## src/rtl/sfifo_pkg.sv

```systemverilog
package sfifo_pkg;

   // Edge events extracted from one sampled active-low strobe
   typedef struct packed {
      logic level;
      logic fell;
      logic rose;
   } strobe_ev_t;

   // Number of strobe inputs handled by the edge stage: write, read, replay
   localparam int STROBE_CNT = 3;
   localparam int IDX_WR     = 0;
   localparam int IDX_RD     = 1;
   localparam int IDX_RTX    = 2;

   // Occupancy seen right after a rewind of the read pointer to zero
   function automatic int unsigned rewind_fill(input int unsigned wptr,
                                               input bit wrote_any,
                                               input int unsigned depth);
      if (wptr != 0)
         return wptr;
      return wrote_any ? depth : 0;
   endfunction

endpackage

```

## src/rtl/sfifo_strobe_edge.sv

```systemverilog
module sfifo_strobe_edge #(
   parameter int SYNC_STAGES = 0
) (
   input  logic                   clk,
   input  logic                   rst_n,
   input  logic                   strobe_n,
   output sfifo_pkg::strobe_ev_t  ev
);
   logic samp;
   logic prev;

   generate
      if (SYNC_STAGES == 0) begin : g_direct
         assign samp = strobe_n;
      end else begin : g_sync
         logic [SYNC_STAGES-1:0] chain;
         always_ff @(posedge clk or negedge rst_n) begin
            if (!rst_n) begin
               chain <= '1;
            end else begin
               chain[0] <= strobe_n;
               for (int i = 1; i < SYNC_STAGES; i++)
                  chain[i] <= chain[i-1];
            end
         end
         assign samp = chain[SYNC_STAGES-1];
      end
   endgenerate

   always_ff @(posedge clk or negedge rst_n) begin
      if (!rst_n) prev <= 1'b1;
      else        prev <= samp;
   end

   assign ev.level = samp;
   assign ev.fell  = prev & ~samp;
   assign ev.rose  = ~prev & samp;

endmodule

```

## src/rtl/sfifo_store.sv

```systemverilog
module sfifo_store #(
   parameter int DATA_W = 9,
   parameter int DEPTH  = 512,
   localparam int AW    = $clog2(DEPTH)
) (
   input  logic              clk,
   input  logic              wr_en,
   input  logic [AW-1:0]     wr_addr,
   input  logic [DATA_W-1:0] wr_data,
   input  logic              rd_en,
   input  logic [AW-1:0]     rd_addr,
   output logic [DATA_W-1:0] rd_data
);
   logic [DATA_W-1:0] mem [DEPTH];

   always_ff @(posedge clk) begin
      if (wr_en) mem[wr_addr] <= wr_data;
   end

   always_ff @(posedge clk) begin
      if (rd_en) rd_data <= mem[rd_addr];
   end

endmodule

```

## src/rtl/sfifo_ctrl.sv

```systemverilog
module sfifo_ctrl #(
   parameter int DEPTH     = 512,
   parameter int RECOV_CYC = 4,
   localparam int AW       = $clog2(DEPTH),
   localparam int CW       = AW + 1,
   localparam int RW       = $clog2(RECOV_CYC + 1)
) (
   input  logic          clk,
   input  logic          rst_n,
   input  logic          wr_fell,
   input  logic          wr_rose,
   input  logic          rd_fell,
   input  logic          rd_rose,
   input  logic          rtx_level,
   output logic          wr_en,
   output logic [AW-1:0] wr_addr,
   output logic          rd_en,
   output logic [AW-1:0] rd_addr,
   output logic          rewind,
   output logic [CW-1:0] fill,
   output logic          oe,
   output logic          empty_n,
   output logic          half_n,
   output logic          full_n
);
   localparam logic [CW-1:0] FULL_C  = CW'(DEPTH);
   localparam logic [CW-1:0] HALF_C  = CW'(DEPTH / 2);
   localparam logic [RW-1:0] RECOV_C = RW'(RECOV_CYC);

   logic [RW-1:0] rcnt;
   logic          ready;
   logic          wr_armed;
   logic          wrote_any;
   logic [AW-1:0] wptr, rptr;
   logic [CW-1:0] base_fill, limit_fill, fill_nxt;
   logic          wr_ok, rd_ok;

   assign ready  = (rcnt == RECOV_C);
   assign rewind = ~rtx_level;

   always_comb begin
      base_fill = CW'(sfifo_pkg::rewind_fill(int'(wptr), wrote_any, DEPTH));
      limit_fill = rewind ? base_fill : fill;
      wr_ok = ready & wr_rose & wr_armed & (limit_fill != FULL_C);
      rd_ok = ready & rd_fell & ~rewind & (fill != '0);
      if (rewind)
         fill_nxt = base_fill + CW'(wr_ok);
      else
         fill_nxt = fill + CW'(wr_ok) - CW'(rd_ok);
   end

   always_ff @(posedge clk or negedge rst_n) begin
      if (!rst_n) begin
         rcnt      <= '0;
         wr_armed  <= 1'b0;
         wrote_any <= 1'b0;
         wptr      <= '0;
         rptr      <= '0;
         fill      <= '0;
         oe        <= 1'b0;
      end else begin
         if (!ready) rcnt <= rcnt + RW'(1);
         wr_armed  <= ready & (wr_fell | (wr_armed & ~wr_rose));
         wrote_any <= wrote_any | wr_ok;
         wptr      <= wptr + AW'(wr_ok);
         rptr      <= rewind ? '0 : rptr + AW'(rd_ok);
         fill      <= fill_nxt;
         if (rd_ok)        oe <= 1'b1;
         else if (rd_rose) oe <= 1'b0;
      end
   end

   assign wr_en   = wr_ok;
   assign wr_addr = wptr;
   assign rd_en   = rd_ok;
   assign rd_addr = rptr;
   assign empty_n = (fill != '0);
   assign half_n  = (fill < HALF_C);
   assign full_n  = (fill != FULL_C);

endmodule

```

## src/rtl/strobe_fifo.sv

```systemverilog
module strobe_fifo #(
   parameter int DATA_W      = 9,
   parameter int DEPTH       = 512,
   parameter int RECOV_CYC   = 4,
   parameter int SYNC_STAGES = 0
) (
   input  logic              clk,
   input  logic              mrst_n,
   input  logic              wr_n,
   input  logic              rd_n,
   input  logic              rtx_n,
   input  logic [DATA_W-1:0] din,
   output logic [DATA_W-1:0] dout,
   output logic              dout_oe,
   output logic              empty_n,
   output logic              half_n,
   output logic              full_n
);
   import sfifo_pkg::*;

   localparam int AW = $clog2(DEPTH);
   localparam int CW = AW + 1;

   generate
      if (DEPTH < 2 || (DEPTH & (DEPTH - 1)) != 0) begin : g_bad_depth
         $error("strobe_fifo: DEPTH must be a power of two of at least 2");
      end
      if (DATA_W < 1) begin : g_bad_width
         $error("strobe_fifo: DATA_W must be positive");
      end
      if (RECOV_CYC < 1) begin : g_bad_recov
         $error("strobe_fifo: RECOV_CYC must be at least 1");
      end
      if (SYNC_STAGES < 0 || SYNC_STAGES > 4) begin : g_bad_sync
         $error("strobe_fifo: SYNC_STAGES must lie in 0..4");
      end
   endgenerate

   logic [STROBE_CNT-1:0] strobes;
   strobe_ev_t            evs [STROBE_CNT];

   assign strobes[IDX_WR]  = wr_n;
   assign strobes[IDX_RD]  = rd_n;
   assign strobes[IDX_RTX] = rtx_n;

   generate
      for (genvar g = 0; g < STROBE_CNT; g++) begin : g_edge
         sfifo_strobe_edge #(.SYNC_STAGES(SYNC_STAGES)) edge_i (
            .clk      (clk),
            .rst_n    (mrst_n),
            .strobe_n (strobes[g]),
            .ev       (evs[g])
         );
      end
   endgenerate

   logic unused_edge_bits;
   assign unused_edge_bits = ^{evs[IDX_WR].level, evs[IDX_RD].level,
                               evs[IDX_RTX].fell, evs[IDX_RTX].rose};

   logic          wr_en, rd_en, rewind;
   logic [AW-1:0] wptr, rptr;
   logic [CW-1:0] fill;

   sfifo_ctrl #(.DEPTH(DEPTH), .RECOV_CYC(RECOV_CYC)) ctrl_i (
      .clk       (clk),
      .rst_n     (mrst_n),
      .wr_fell   (evs[IDX_WR].fell),
      .wr_rose   (evs[IDX_WR].rose),
      .rd_fell   (evs[IDX_RD].fell),
      .rd_rose   (evs[IDX_RD].rose),
      .rtx_level (evs[IDX_RTX].level),
      .wr_en     (wr_en),
      .wr_addr   (wptr),
      .rd_en     (rd_en),
      .rd_addr   (rptr),
      .rewind    (rewind),
      .fill      (fill),
      .oe        (dout_oe),
      .empty_n   (empty_n),
      .half_n    (half_n),
      .full_n    (full_n)
   );

   sfifo_store #(.DATA_W(DATA_W), .DEPTH(DEPTH)) store_i (
      .clk     (clk),
      .wr_en   (wr_en),
      .wr_addr (wptr),
      .wr_data (din),
      .rd_en   (rd_en),
      .rd_addr (rptr),
      .rd_data (dout)
   );

endmodule

```

## config.mk

```make
export PLATFORM = sky130hd
export DESIGN_NAME = strobe_fifo
export DESIGN_NICKNAME = d
export VERILOG_FILES = /design/src/rtl/sfifo_pkg.sv /design/src/rtl/sfifo_strobe_edge.sv /design/src/rtl/sfifo_store.sv /design/src/rtl/sfifo_ctrl.sv /design/src/rtl/strobe_fifo.sv
export SDC_FILE = /design/constraint.sdc
export NUM_CORES = 2
export LEC_CHECK = 0
export BUFFER_PORTS_ARGS = -buffer_cell sky130_fd_sc_hd__buf_2
export CORE_ASPECT_RATIO = 0.7
export CORE_MARGIN = 5
export CORE_UTILIZATION = 50
export DETAILED_ROUTE_END_ITERATION = 12
export PLACE_DENSITY = 0.65
export SLEW_MARGIN = 40
export SYNTH_ARGS = -nofsm -noshare
export SYNTH_HDL_FRONTEND = slang
export SYNTH_MEMORY_MAX_BITS = 65536
export SYNTH_SLANG_ARGS = --single-unit
export TNS_END_PERCENT = 1
```

## constraint.sdc

```tcl
create_clock -name clk -period 4.35 [get_ports clk]
set_clock_uncertainty 0.1 [all_clocks]
set_input_delay 0 -clock clk [delete_from_list [all_inputs] [get_ports clk]]
set_output_delay 0 -clock clk [all_outputs]
set_load 0.01 [all_outputs]
```

# --- After elaboration in Yosys (flattened, before gate mapping) ---
# Memories as Yosys holds them, arrays and structs flattened. A register that Yosys moved wholly into a read port is not among the register bits.
# Cells that the tools add are included.
# W data, S select, Z words.
totals:
  n_memories: 1
  ff_bits: 36
  input_bits: 14
  word_cells: 53
  mem_bits_rw: 4608
  out_inout_bits: 13
classes:
  n_reduce_logical: 3
  n_mux: 11
  n_bitwise: 19
  n_eq_ne: 3
  addsub: 6
  magnitude_cmp: 1
memory_table:
  columns: ["memory", "words", "word_bits", "read_ports", "rd_clocked_by_memory_dff", "write_ports", "line", "source"]
  rows:
  - ["store_i.mem", 512, 9, 1, 1, 1, "sfifo_store.sv:14", "logic [DATA_W-1:0] mem [DEPTH];"]
op_table:
  columns: ["operator", "count"]
  rows:
  - ["$mux W10", 4]
  - ["$add A10 B1 Y10", 2]
  - ["$ne A10 B10 Y1 const B", 2]
  - ["$add A9 B1 Y9", 2]
  - ["$mux W9", 2]
  - ["$and A1 B1 Y1", 12]
  - ["$lt A10 B9 Y1 const B", 1]
  - ["$reduce_bool A10 Y1", 1]
  - ["$sub A10 B1 Y10", 1]
  - ["$reduce_bool A9 Y1", 1]
  - ["$mux W1", 5]
  - ["$not A1 Y1", 5]
  - ["$add A3 B1 Y3 const B", 1]
  - ["$eq A3 B3 Y1 const B", 1]
  - ["$or A1 B1 Y1", 2]
  - ["$reduce_bool A2 Y1", 1]

# --- Depth between registers and ports, before layout ---
logic_depth:
  word_depth: 9
  depth_mapped: 19
  ltp_nobuf: 19

# --- Modules after synthesis ---
# Synthesis repeated with hierarchy kept, for this count alone.
unflattened:
  cells_unflattened: 9129
  area_unflattened_um2: 182010.8
by_module_without_submodules:
  columns: ["module", "cells_each", "seq_area_each_um2", "n_inst", "area_per_inst_um2"]
  rows:
  - ["sfifo_store", 8888, 138643.0, 1, 179704.9]
  - ["sfifo_ctrl", 229, 850.8, 1, 2159.6]
  - ["sfifo_strobe_edge", 4, 26.3, 3, 48.8]

# --- Worst setup path after synthesis ---
# OpenSTA, ideal clock, no wires.
synth_path:
  path_type: "reg2reg"
  startpoint: "reg ctrl_i.wptr[4], in the netlist ctrl_i.wr_addr[4]"
  endpoint: "reg ctrl_i.fill[8]"
  path_buffers: 1
  stages_incl_launch_ff: 19
  setup_ps: 120
  arrival_ps: 3364
  synth_period_minus_slack_ps: 3584
  slack_ps: 766
  required_time_ps: 4130
  cell_sequence: "dfrtp_1 > clkbuf_1 > nor2_1 > nand4_1 > o31a_1 > inv_1 > ha_1 > inv_1 > ha_1 > inv_1 > fa_1 > nand2b_1 > a21oi_1 > o21ai_0 > a21oi_1 > o21ai_0 > a21oi_1 > o21ai_0 > a31o_2"
synth_between:
  elab_chain_cells: 9
  elab_cells_between_ends: 11
  classes_between: "3 x add/sub; 1 x eq/ne; 5 x mux; 1 x bitwise; 1 x reduce/logical"
synth_lines:
  columns: ["item", "line", "source"]
  rows:
  - ["start, declared", "sfifo_ctrl.sv:34", "logic [AW-1:0] wptr, rptr;"]
  - ["start signal, assigned", "sfifo_ctrl.sv:65", "wptr <= wptr + AW'(wr_ok);"]
  - ["$reduce_bool A9 Y1", "sfifo_pkg.sv:20", "if (wptr != 0)"]
  - ["$mux W9 / $mux W1 (equally long branches)", "sfifo_pkg.sv:20", null]
  - ["$mux W10 (*)", "sfifo_pkg.sv:22", "return wrote_any ? depth : 0;"]
  - ["$mux W10", "sfifo_ctrl.sv:43", "limit_fill = rewind ? base_fill : fill;"]
  - ["$ne A10 B10 Y1", "sfifo_ctrl.sv:44", "wr_ok = ready & wr_rose & wr_armed & (limit_fill != FULL_C);"]
  - ["$and A1 B1 Y1", "sfifo_ctrl.sv:44", null]
  - ["$add A10 B1 Y10", "sfifo_ctrl.sv:49", "fill_nxt = fill + CW'(wr_ok) - CW'(rd_ok);"]
  - ["$sub A10 B1 Y10", "sfifo_ctrl.sv:49", null]
  - ["$mux W10 (*)", "sfifo_ctrl.sv:46", "if (rewind)"]
  - ["net ctrl_i.fill_nxt[8]", "sfifo_ctrl.sv:35", "logic [CW-1:0] base_fill, limit_fill, fill_nxt;"]
  - ["end signal, assigned", "sfifo_ctrl.sv:67", "fill <= fill_nxt;"]
  - ["end, declared", "sfifo_ctrl.sv:20", "output logic [CW-1:0] fill,"]
# The timed path passes the listed nets; every way through them passes the cells marked *.
# A chain may end at the register's enable or synchronous reset.

==> qor.txt <==
Data arrival at the endpoint of the critical path - 4.86 ns
# nets final - 9239
Most common library cell in the layout ignoring fill and taps - sky130_fd_sc_hd__edfxtp_1
H-Tree Depth - 5
Wire length of the first global-routing pass - 685.0 mm
Share of async-settable or async-resettable flops after synthesis - 0.007737
Result of the run - completed
Max Transition Viols Final - 0
Post-detailed-route wirelength per cell - 33.97 um
Die span in y - 512.2 um
Flop2flop setup slack - 0.06 ns
Sequence of cells on the critical path - buf_12 -> buf_4 -> buf_4 -> mux4_2 -> mux4_2 -> mux2i_1 -> o211ai_1 -> o21ai_1 -> a311oi_1
Part of the Yosys area used for sequential elements - 0.7747
Number of global-route vias before repair - 89880
Cell Count, Final, Fillers Out - 14290
Area Growth Syn to Fin - 13.55%
Power Density - 437.1 mW/mm2
Critical path endpoint category - flop
Fraction of post-synthesis cell area in the top cell type by area - 0.7697
Number of buffer and inverter stages on the critical path - 3
Most frequent cells in the layout - sky130_fd_sc_hd__edfxtp_1, sky130_fd_sc_hd__mux4_2, sky130_fd_sc_hd__buf_4
Sink count of the clock tree - 4653
Number of buffers created by CTS - 415
Slew Limit Headroom - 0.3676
Clock transition at the register clock pins on the worst setup and hold paths after CTS - 0.07 ns
Initial antenna violation count - 22
Worst IR drop on VDD - 0.0003939 V
Die span in x - 727.4 um
Max Clk Rate - 0.2328 GHz
Port-buffer cells - 26
Total number of vias - 92640
Hold path startpoint - din[2]
Synthesized area divided by synthesized cell count - 21.35 um2
Initial detailed-routing violation count - 14110
Count of state elements after synthesis - 4653
Worst Path Class, Setup - flop to flop
Overflow after GRT - 0
Required @ worst endpoint - 4.92 ns
Setup-violating endpoint count in the final report - 0
Type of the worst min-delay path - input port to flop
Hold Path Sink - store_i.mem[100][2]
Starting Density - 0.5019
Startpoint Class - flop
Endpoint of the worst register-to-register path - store_i.rd_data[7]
Reg-to-reg critical path startpoint - ctrl_i.rd_addr[0]
Die area - 0.3726 mm2
# DRC - 0
Root buffer cell - sky130_fd_sc_hd__clkbuf_16
Placed Cells incl. Taps - 13490
Cells taking the most area after synthesis - sky130_fd_sc_hd__edfxtp_1, sky130_fd_sc_hd__mux4_2, sky130_fd_sc_hd__mux2i_1
Global-route usage over all layers - 0.2569
Final HPWL from detailed placement - 301.9 mm
# Post-CTS Setup Buffers - 0
Post-detailed-routing wire length - 485.4 mm
Number of vias per cell - 6.483
Latest clock arrival within the worst-skew pair - 0.93 ns
Number of enable-type register cells in the synthesized netlist - 4617
Number of nets with antenna violations after routing - 0
Leakage power summed over all cells - 62.85 nW
Pin count of the biggest net entering global routing - 197
Most area-hungry cell type in the Yosys netlist - sky130_fd_sc_hd__edfxtp_1
Final period demand of the worst path - 4.295 ns
Transition time at the pin with the least slew margin - 0.9487 ns
Number of synthesis warnings - 0
TritonCTS clock tree - built
I/O pin cnt - 27
Depth of the worst hold-timing path - 3
RSZ-0062 raised after global routing - no
GP Congestion - 0.8827
Layout cell share with drive strength beyond 1 - 0.2748
Number of placement rows - 184
Yosys cell types - 77
Core area - 0.3589 mm2
Post-route clock period utilization - 0.9873
Delay of the slowest critical-path stage - 0.62 ns
Net count after synthesis - 8477
Number of max-cap violations - 0
Final hold violation count - 0
Instance count of the mapped netlist - 8438
Min Hold Slack - 0.1227 ns
Worst-path cell with the longest stage delay - sky130_fd_sc_hd__mux4_2
CTS max path bufs - 4
First-pass iteration count of the detailed router - 8
CP delay by family, top - multiplexers
Largest driver fanout on the critical path - 19
Mapped cell area - 0.1801 mm2
Primary flip-flop cell chosen by synthesis mapping - sky130_fd_sc_hd__edfxtp_1
Depth of the worst register-to-register path - 9
==> tightest hold or removal path, stage by stage <==
cell                            delay, ns
sky130_fd_sc_hd__dlygate4sd3_1       0.57
sky130_fd_sc_hd__buf_8               0.18
sky130_fd_sc_hd__buf_12              0.19
==> routing by layer <==
layer	up-vias	global-route usage	routed length, um
met5	-	0	26
met4	4	0.07034	14590
met3	720	0.07472	63300
met2	5926	0.3655	212700
met1	49090	0.3902	194800
li1	36900	-	-
==> synth_stat cells, types with 10 or more instances <==
master	count
sky130_fd_sc_hd__nand2b_1	14
sky130_fd_sc_hd__a22o_1	34
sky130_fd_sc_hd__mux2i_1	403
sky130_fd_sc_hd__o21ai_0	76
sky130_fd_sc_hd__inv_1	23
sky130_fd_sc_hd__a211oi_1	73
sky130_fd_sc_hd__or3_1	10
sky130_fd_sc_hd__and2_1	18
sky130_fd_sc_hd__a22oi_1	219
sky130_fd_sc_hd__nor2b_1	18
sky130_fd_sc_hd__buf_8	21
sky130_fd_sc_hd__buf_2	133
sky130_fd_sc_hd__nor2_1	554
sky130_fd_sc_hd__a31oi_1	15
sky130_fd_sc_hd__dfrtp_1	34
sky130_fd_sc_hd__a221oi_1	68
sky130_fd_sc_hd__buf_1	19
sky130_fd_sc_hd__nor3_1	29
sky130_fd_sc_hd__clkbuf_1	204
sky130_fd_sc_hd__ha_1	24
sky130_fd_sc_hd__mux4_2	1003
sky130_fd_sc_hd__buf_4	76
sky130_fd_sc_hd__nand3_1	71
sky130_fd_sc_hd__nand4_1	21
sky130_fd_sc_hd__and3_1	12
sky130_fd_sc_hd__buf_6	54
sky130_fd_sc_hd__o221ai_1	12
sky130_fd_sc_hd__nand2_1	144
sky130_fd_sc_hd__o22ai_1	170
sky130_fd_sc_hd__a21oi_1	115
sky130_fd_sc_hd__edfxtp_1	4617
sky130_fd_sc_hd__xnor2_1	17
sky130_fd_sc_hd__nor4_2	11
==> flip-flops by register name, summed over array words and instances, names as in the netlist <==
| register | count |
|---|---|
| store_i.mem | 4608 |
| ctrl_i.rd_addr | 9 |
| ctrl_i.wr_addr | 9 |
| ctrl_i.oe | 1 |
| ctrl_i.fill | 10 |
| store_i.rd_data | 9 |
| ctrl_i.wr_armed | 1 |
| ctrl_i.rcnt | 3 |
| g_edge.edge_i.prev | 2 |
| ctrl_i.wrote_any | 1 |
==> repair_timing <==
| action | CTS | global route |
|---|---|---|
| hold buffers | 24 | 3 |
| setup endpoints to repair | 1 | 2 |
| endpoints found under the hold margin | 3626 | 55 |
| resized for setup | 2 | 2 |
==> cell type report <==
type                    instances  area, um2
flip-flops and latches       4653     139600
clock buffers                 504      10990
inverters                      24      97.59
clock inverters               251       2064
repair buffers                865       8014
fillers                     25930     154400
multi-input cells            3241      37840
diodes                         10      25.02
well taps                    4743       5934
==> how the worst max path moves through the flow <==
stage	startpoint	to	cells past startpoint
global placement	ctrl_i.rd_addr[1]	store_i.rd_data[7]	9
detailed placement	ctrl_i.rd_addr[1]	store_i.rd_data[7]	9
global route	ctrl_i.fill[6]	ctrl_i.fill[8]	19
finish	ctrl_i.rd_addr[0]	store_i.rd_data[7]	9
CTS	ctrl_i.rd_addr[0]	store_i.rd_data[7]	9
floorplan	ctrl_i.wr_addr[4]	ctrl_i.fill[8]	18
==> per-stage QoR <==
step,setup TNS [ns],area (um2),utilization,setup slack [ns],power (mW)
2_1_floorplan,0,180100,-,0.7660,52.58
3_3_place_gp,-0.2827,190500,0.5309,-0.2827,54.31
3_5_place_dp,-0.2589,190800,0.5315,-0.2589,54.41
4_1_cts,0,204100,0.5687,0.1194,89.81
5_1_grt,0,204500,0.5698,0.01970,91.99
6_report,0,204500,0.5699,0.05516,89.40
==> logic make-up (layout without fill, tap and decap cells) <==
kind of cell / after synthesis / after routing / share of synthesized area
AOI/OAI and AO/OA: 830 / 830 / 0.03195
xor gates and xnor gates: 23 / 23 / 0.001118
adders and majority gates: 25 / 25 / 0.001778
buffers and inverters: 544 / 1644 / 0.01823
DFF: 4653 / 4653 / 0.7747
muxes: 1416 / 1416 / 0.1491
other: 0 / 10 / 0
and+or+nand+nor: 947 / 947 / 0.02314
==> power breakdown <==
group / leakage [nW] / switching (mW) / total [mW] / internal [mW]
Combinational: 14.5 / 2.55 / 4.04 / 1.49
Clock: 6.39 / 16.1 / 35.9 / 19.8
Sequential: 41.9 / 0.0987 / 49.5 / 49.4
Note: power is estimated with default switching activity, not from simulation.
